`src/rtl/sync_frame_rx.sv`:
```
module sync_frame_rx #(
  parameter int DIVW = 8
) (
  input  logic            clk,
  input  logic            rst_n,
  input  logic            cfg_master,
  input  logic [DIVW-1:0] cfg_half,
  input  logic            cfg_pol,
  input  logic [3:0]      cfg_bits,
  input  logic [1:0]      cfg_par,
  input  logic            sclk_in,
  output logic            sclk_out,
  input  logic            rxd,
  output logic            rx_valid,
  input  logic            rx_ready,
  output logic [8:0]      rx_word,
  output logic            rx_perr,
  output logic            rx_ferr,
  output logic            rx_ovr
);
  localparam int WMAX = 9;

  typedef enum logic [1:0] {S_IDLE, S_DATA, S_PAR, S_STOP} st_t;

  logic [2:0] ck_s;
  logic [1:0] rx_s;
  always_ff @(posedge clk or negedge rst_n)
    if (!rst_n) begin
      ck_s <= '0;
      rx_s <= 2'b11;
    end else begin
      ck_s <= {ck_s[1:0], sclk_in};
      rx_s <= {rx_s[0], rxd};
    end

  logic [DIVW-1:0] div_cnt;
  logic            mclk;
  wire m_wrap = cfg_master && (div_cnt >= cfg_half);
  always_ff @(posedge clk or negedge rst_n)
    if (!rst_n) begin
      div_cnt <= '0;
      mclk    <= 1'b0;
    end else if (!cfg_master) begin
      div_cnt <= '0;
      mclk    <= 1'b0;
    end else if (m_wrap) begin
      div_cnt <= '0;
      mclk    <= ~mclk;
    end else begin
      div_cnt <= div_cnt + 1'b1;
    end
  assign sclk_out = mclk;

  wire s_rise = ck_s[1] & ~ck_s[2];
  wire s_fall = ~ck_s[1] & ck_s[2];
  wire m_tick = m_wrap && (cfg_pol ? ~mclk : mclk);
  wire s_tick = !cfg_master && (cfg_pol ? s_rise : s_fall);
  wire tick   = m_tick | s_tick;
  wire bit_in = rx_s[1];

  wire [3:0] nb = (cfg_bits < 4'd5) ? 4'd5 : (cfg_bits > 4'd9) ? 4'd9 : cfg_bits;
  wire par_en  = cfg_par[1];
  wire par_odd = cfg_par[0];

  st_t          st;
  logic [3:0]   bcnt;
  logic [WMAX-1:0] sh;
  logic         pacc, perr_f;
  always_ff @(posedge clk or negedge rst_n)
    if (!rst_n) begin
      st <= S_IDLE; bcnt <= '0; sh <= '0; pacc <= 1'b0; perr_f <= 1'b0;
    end else if (tick) begin
      unique case (st)
        S_IDLE: if (!bit_in) begin
          st <= S_DATA; bcnt <= '0; sh <= '0; pacc <= 1'b0; perr_f <= 1'b0;
        end
        S_DATA: begin
          sh   <= {bit_in, sh[WMAX-1:1]};
          pacc <= pacc ^ bit_in;
          bcnt <= bcnt + 1'b1;
          if (bcnt == nb - 4'd1) st <= par_en ? S_PAR : S_STOP;
        end
        S_PAR: begin
          perr_f <= (pacc ^ bit_in) != par_odd;
          st     <= S_STOP;
        end
        default: st <= S_IDLE;
      endcase
    end

  wire       done      = tick && (st == S_STOP);
  wire [8:0] done_word = sh >> (4'd9 - nb);

  always_ff @(posedge clk or negedge rst_n)
    if (!rst_n) begin
      rx_valid <= 1'b0; rx_word <= '0; rx_perr <= 1'b0; rx_ferr <= 1'b0; rx_ovr <= 1'b0;
    end else begin
      if (rx_valid && rx_ready) begin
        rx_valid <= 1'b0;
        rx_ovr   <= 1'b0;
      end
      if (done) begin
        if (rx_valid && !rx_ready) begin
          rx_ovr <= 1'b1;
        end else begin
          rx_valid <= 1'b1;
          rx_word  <= done_word;
          rx_perr  <= perr_f;
          rx_ferr  <= ~bit_in;
          rx_ovr   <= 1'b0;
        end
      end
    end

  AST_SLAVE_CLK_LOW: assert property (@(posedge clk) disable iff (!rst_n)
    !cfg_master |=> !sclk_out);
  AST_IDLE_WAITS_TICK: assert property (@(posedge clk) disable iff (!rst_n)
    (st == S_IDLE && !tick) |=> st == S_IDLE);
  AST_IDLE_HIGH_IGNORED: assert property (@(posedge clk) disable iff (!rst_n)
    (st == S_IDLE && tick && bit_in) |=> st == S_IDLE);
  AST_OVR_WITH_WORD: assert property (@(posedge clk) disable iff (!rst_n)
    rx_ovr |-> rx_valid);
  AST_HOLD_WORD: assert property (@(posedge clk) disable iff (!rst_n)
    (rx_valid && !rx_ready) |=> rx_valid && $stable(rx_word) && $stable(rx_perr) && $stable(rx_ferr));
  AST_TAKE_DROPS: assert property (@(posedge clk) disable iff (!rst_n)
    (rx_valid && rx_ready && !done) |=> !rx_valid && !rx_ovr);
endmodule

```
`config.mk`:
```
export PLATFORM = sky130hd
export DESIGN_NAME = sync_frame_rx
export DESIGN_NICKNAME = d
export VERILOG_FILES = /design/src/rtl/sync_frame_rx.sv
export SDC_FILE = /design/constraint.sdc
export NUM_CORES = 1
export LEC_CHECK = 0
export ABC_CLOCK_PERIOD_IN_PS = 3300
export BUFFER_PORTS_ARGS = -buffer_cell sky130_fd_sc_hd__buf_2
export CORE_MARGIN = 2
export CORE_UTILIZATION = 50
export CTS_BUF_LIST = sky130_fd_sc_hd__clkbuf_16
export CTS_CLUSTER_SIZE = 12
export DETAILED_ROUTE_END_ITERATION = 16
export GPL_TIMING_DRIVEN = 0
export PLACE_DENSITY = 0.77
export REMOVE_ABC_BUFFERS = 1
export SYNTH_ARGS = -nofsm -noshare
export SYNTH_HDL_FRONTEND = slang
export SYNTH_SLANG_ARGS = --single-unit
```
`constraint.sdc`:
```
create_clock -name clk -period 3.3 [get_ports clk]
set_clock_uncertainty 0.15 [all_clocks]
set_input_delay 0.66 -clock clk [delete_from_list [all_inputs] [get_ports clk]]
set_output_delay 0.66 -clock clk [all_outputs]
set_load 0.05 [all_outputs]
```
Word level (Yosys, flattened, before mapping). Index checks and enable logic that the tools add are counted.

Bits in registers: 44. Bits in latches: 0. RAM bits: 0. Bits in read-only memories: 0. Output and inout port bits: 14. Logic and storage cells: 80. Memories: 0.

Add/sub/neg operators: 4. $mul: 0. Div/mod/pow operators: 0. Order comparisons: 3. Equal/unequal tests: 8. Shift operators: 1. Multiplexer cells: 25. Bitwise gates (word level): 9. Reductions and logical operators: 16.

Operators with widths (number): 9-bit one-hot mux with 2 select lines (1); 8-bit two-way mux (2); 1-bit two-way mux (12); 4-bit two-way mux (3); 9-bit two-way mux (1); 3-bit AND reduction (3); 9-bit by 4-bit >> shifter with 9-bit output (1); 8-bit by 1-bit adder with 8-bit output, second input constant (1); 8-bit >= comparator (1); 4-bit one-hot mux with 2 select lines (1); 1-bit logical AND (6); 2-bit one-hot mux with 3 select lines (1); 2-bit nonzero test (3); 1-bit inverter (5); 4-bit by 1-bit adder with 4-bit output, second input constant (1); 2-bit == test, second input constant (2); 4-bit == test (1); 4-bit > comparator, second input constant (1); 4-bit by 3-bit < comparator with 1-bit output, second input constant (1); 2-bit two-way mux (2); 2-bit != test, second input constant (2); 1-bit one-hot mux with 2 select lines (2); 4-bit by 1-bit subtractor with 4-bit output, second input constant (1); 4-bit subtractor, first input constant (1); other kinds (9) (11).

Depth between registers and ports, before layout.
Word-level depth: 7. Gate-level depth with buffers: 11.

Worst setup path after synthesis. OpenSTA, ideal clock, no wires.

Kind: input port to flip-flop. From: input port cfg_bits[1]. To: register st[0]. Arrival time: 2.635 ns. Slack: 0.387 ns. Stages: 11. Buffers on the path: 2. Path through: and3b_1 -> buf_6 -> inv_1 -> clkbuf_1 -> ha_1 -> nor2b_1 -> xnor2_1 -> o31ai_2 -> nand3_1 -> a221o_1 -> mux2_1.

Cells in the longest elaborated chain, start to end: 7.

RTL lines: start, declared (RTL line 9) `input logic [3:0] cfg_bits,`; 4-bit > comparator (RTL line 61) `wire [3:0] nb = (cfg_bits < 4'd5) ? 4'd5 : (cfg_bits > 4'd9) ? 4'd9 : cfg_bits;`; 4-bit two-way mux (RTL line 61); 4-bit two-way mux * (RTL line 61); 4-bit by 1-bit subtractor with 4-bit output * (RTL line 81) `if (bcnt == nb - 4'd1) st <= par_en ? S_PAR : S_STOP;`; 4-bit == test * (RTL line 81); 2-bit != test (no source line) *; 3-bit AND reduction (no source line) *; end signal, assigned (RTL line 81); end, declared (RTL line 65) `st_t st;`.

Every way passes the cells marked *; elsewhere a longest branch is shown, timed or not. A chain may end at the register's enable or synchronous reset.

Worst setup path after layout.
From: input port cfg_bits[3]. To: register st[1].

Same word-level chain as after synthesis.

==> qor.txt <==
Largest net degree at the start of global routing: 45
CP Max Fanout: 13
Seq/Total Area, Yosys: 40.4%
Fmax: 0.334 GHz
DRC Markers: 0
P_leak: 1.43 nW
Std cell rows: 26
Mapped cell area: 2730 um2
CP Data Required Time: 3.31 ns
Reg-to-reg startpoint: div_cnt[5]
CTS Sinks: 44
# resized after CTS: 0
Dpl ws: -0.249 ns
Ratio of cells with drive above 1 in the final layout: 15.9%
GR Util met2: 32.6%
Die area: 6080 um2
Final hold vios: 0
Critical Path Start: cfg_bits[3]
Worst Tran Pin Value: 0.972 ns
Final Max Tran Viols: 0
Initial Utilization: 52.5%
HPWL Detailed: 3990 um
First-pass GRT wire length: 9700 um
Clk Latency, worst-skew pair: 0.28 ns
Period utilization: 90.7%
Setup CP Type: in2reg
Drt wl/cell: 14.0 um
Core Box Area: 5200 um2
Final hold slack: 0.201 ns
Hold Path Class: reg2reg
DR iter-0 viols: 135
Ys flop type: dfrtp_1
Port bufs: 34
CTS tree: yes
FILL cells: 445
Avg Inst Size Synth: 9.17 um2
DRT Pass-1 Iters: 5
TritonCTS Buffers: 5
Cts-stage hold buffer count: 0
Die Wd: 77.9 um
MaxCap Viol Count: 0
Reg2reg setup slack: 0.54 ns
Htree depth: 2
Register-to-Register Path Depth: 7
Synthesis Warnings: 0
Utilization after layout: 59.6%
Total Routing Usage GR: 19.7%
Final cell count without fillers: 397
Maximum resistive drop on vdd: 0.000377 V
Area Overhead vs Synth: 13.5%
Grt met3 use: 3.72%
Vias in the first global route: 2170
Setup crit end kind: flop
Final net count: 365
Final ANT Viol Nets: 0
Min Tclk post-route: 2.99 ns
Num ports: 35
Clk pin slew, worst setup/hold paths: 0.06 ns
Ant diodes: 0
Met1 Use GR: 25.8%
Final setup viols: 0
Startpoint types: input port
Worst hold stages: 0
Yosys cell types: 54
Die Y: 77.9 um
Status: completed
Clock Tree Buf Depth: 2
Root Driver: clkbuf_16
Synthesis-stage register bit count: 44
Number of synthesized flops with an enable pin: 0
Pwr Density: 706 nW/um2
Arrival time worst endpoint: 3.00 ns
Final GP Congestion: 0.898
Cells after DPL: 388
Vias: 2257
Initial antenna violation count: 0
RSZ-0062 raised after global routing: false
Post-synth ARST share: 100%
Vias per Instance: 5.69
WL final: 5570 um
Crit path to: st[1]
Final WS setup: 0.307 ns
Post-CTS Setup Bufs: 0
Remaining Overflow, GRT: 0
Layer with the highest usage: met2
Post-Syn Instances: 298
Slew HR: 35.2%
RR Endpoint: sh[2]
-- placed cells by master, fill, tap and decap left out, drive strengths merged, types with 2 or more instances in the layout --
master,netlist,routed
nor2b,5,5
ha,18,18
nand2,41,41
xnor2,9,9
o21a,2,2
nor4b,2,2
buf,6,36
mux2,3,3
a211oi,4,4
nand3,12,12
dfstp,2,2
xor2,7,7
o31ai,3,3
nand2b,6,6
mux2i,10,10
dfrtp,42,42
o22ai,3,3
and2,2,2
nor2,15,15
o21ai,21,21
and3b,2,2
inv,22,23
o211ai,3,3
a21oi,14,14
and3,3,3
clkbuf,9,5
a31oi,5,5
nor3,3,3
nor3b,4,4
o221ai,2,2
a221o,2,2
-- cells in the mapped netlist (all sizes together) (2+ instances only) --
cell type / instances / share of area, %
xnor2: 9 / 2.9
nor3b: 4 / 1.3
and2: 2 / 0.46
o31ai: 3 / 1.0
a221o: 2 / 0.73
mux2i: 10 / 3.7
buf: 6 / 1.5
a21oi: 14 / 2.6
nor2b: 5 / 1.1
a211oi: 4 / 1.1
xor2: 7 / 2.2
o211ai: 3 / 0.82
a31oi: 5 / 1.1
nand2: 41 / 5.6
dfrtp: 42 / 38
nor3: 3 / 0.55
o21ai: 21 / 3.8
clkbuf: 9 / 1.2
dfstp: 2 / 1.9
o221ai: 2 / 0.64
mux2: 3 / 1.2
and3b: 2 / 0.64
nand2b: 6 / 1.4
inv: 22 / 3.0
nand3: 12 / 2.2
nor2: 15 / 2.2
nor4b: 2 / 0.64
o21a: 2 / 0.82
and3: 3 / 0.69
ha: 18 / 8.2
o22ai: 3 / 0.69
-- worst min path at each step --
stage	startpoint	to
2_1_floorplan	ck_s[0]	ck_s[1]
3_3_place_gp	ck_s[0]	ck_s[1]
3_5_place_dp	ck_s[0]	ck_s[1]
4_1_cts	ck_s[0]	ck_s[1]
5_1_grt	ck_s[0]	ck_s[1]
6_report	ck_s[0]	ck_s[1]
-- cells by family (layout without fill, tap and decap cells) --
kind of cell	after synthesis	in the layout	synth area share (%)
AO/OA/AOI/OAI	69	69	16.7
XOR/XNOR	17	17	5.95
buffers and inverters	37	66	5.77
flip-flops	44	44	40.4
AND/OR/NAND/NOR	100	100	18.1
multiplexers	13	13	4.90
adder cells (fa/ha/maj)	18	18	8.24
-- area by class of cell --
type | count | area, um2 | area share (%)
clock buffers | 5 | 125 | 4.03
clock inverters | 3 | 38.8 | 1.25
inverters | 22 | 82.6 | 2.66
multi-input cells | 217 | 1480 | 47.6
flip-flops and latches | 44 | 1100 | 35.6
well taps | 70 | 87.6 | 2.82
repair buffers | 36 | 189 | 6.09
-- per-stage QoR --
stage               TNS, ns  cell area, um2  total power, mW
global route              0            3100             2.34
floorplan           -0.0387            2660             1.41
global placement      -7.51            2920             1.60
finish                    0            3100             2.19
CTS                       0            3100             2.20
detailed placement    -1.30            2930             1.64
-- routing by layer --
metal	share of wire, %	up-vias	routed length, um
li1	-	1099	-
met1	46	1087	2560
met2	49	65	2710
met3	4.7	6	260
met4	0.90	0	50
met5	0	-	0
-- power breakdown --
group	total (mW)	switching, mW	leakage (nW)	internal (mW)
Clock	0.554	0.201	0.0850	0.353
Sequential	0.811	0.139	0.567	0.672
Combinational	0.827	0.538	0.777	0.289
Total	2.19	0.878	1.43	1.31
-- critical path, stage by stage --
cell	delay (ns)
buf_2	0.18
and3b_1	0.37
inv_1	0.24
ha_1	0.32
nor2b_1	0.15
xnor2_1	0.10
o31ai_2	0.19
nand3_1	0.10
a221o_1	0.35
mux2_1	0.33
-- registers in the layout, summed over array words and instances, names as in the netlist, 2 cells and up --
signal,count
st,2
ck_s,3
sh,9
div_cnt,8
rx_word,9
rx_s,2
bcnt,4
(Power assumes the default switching activity.)
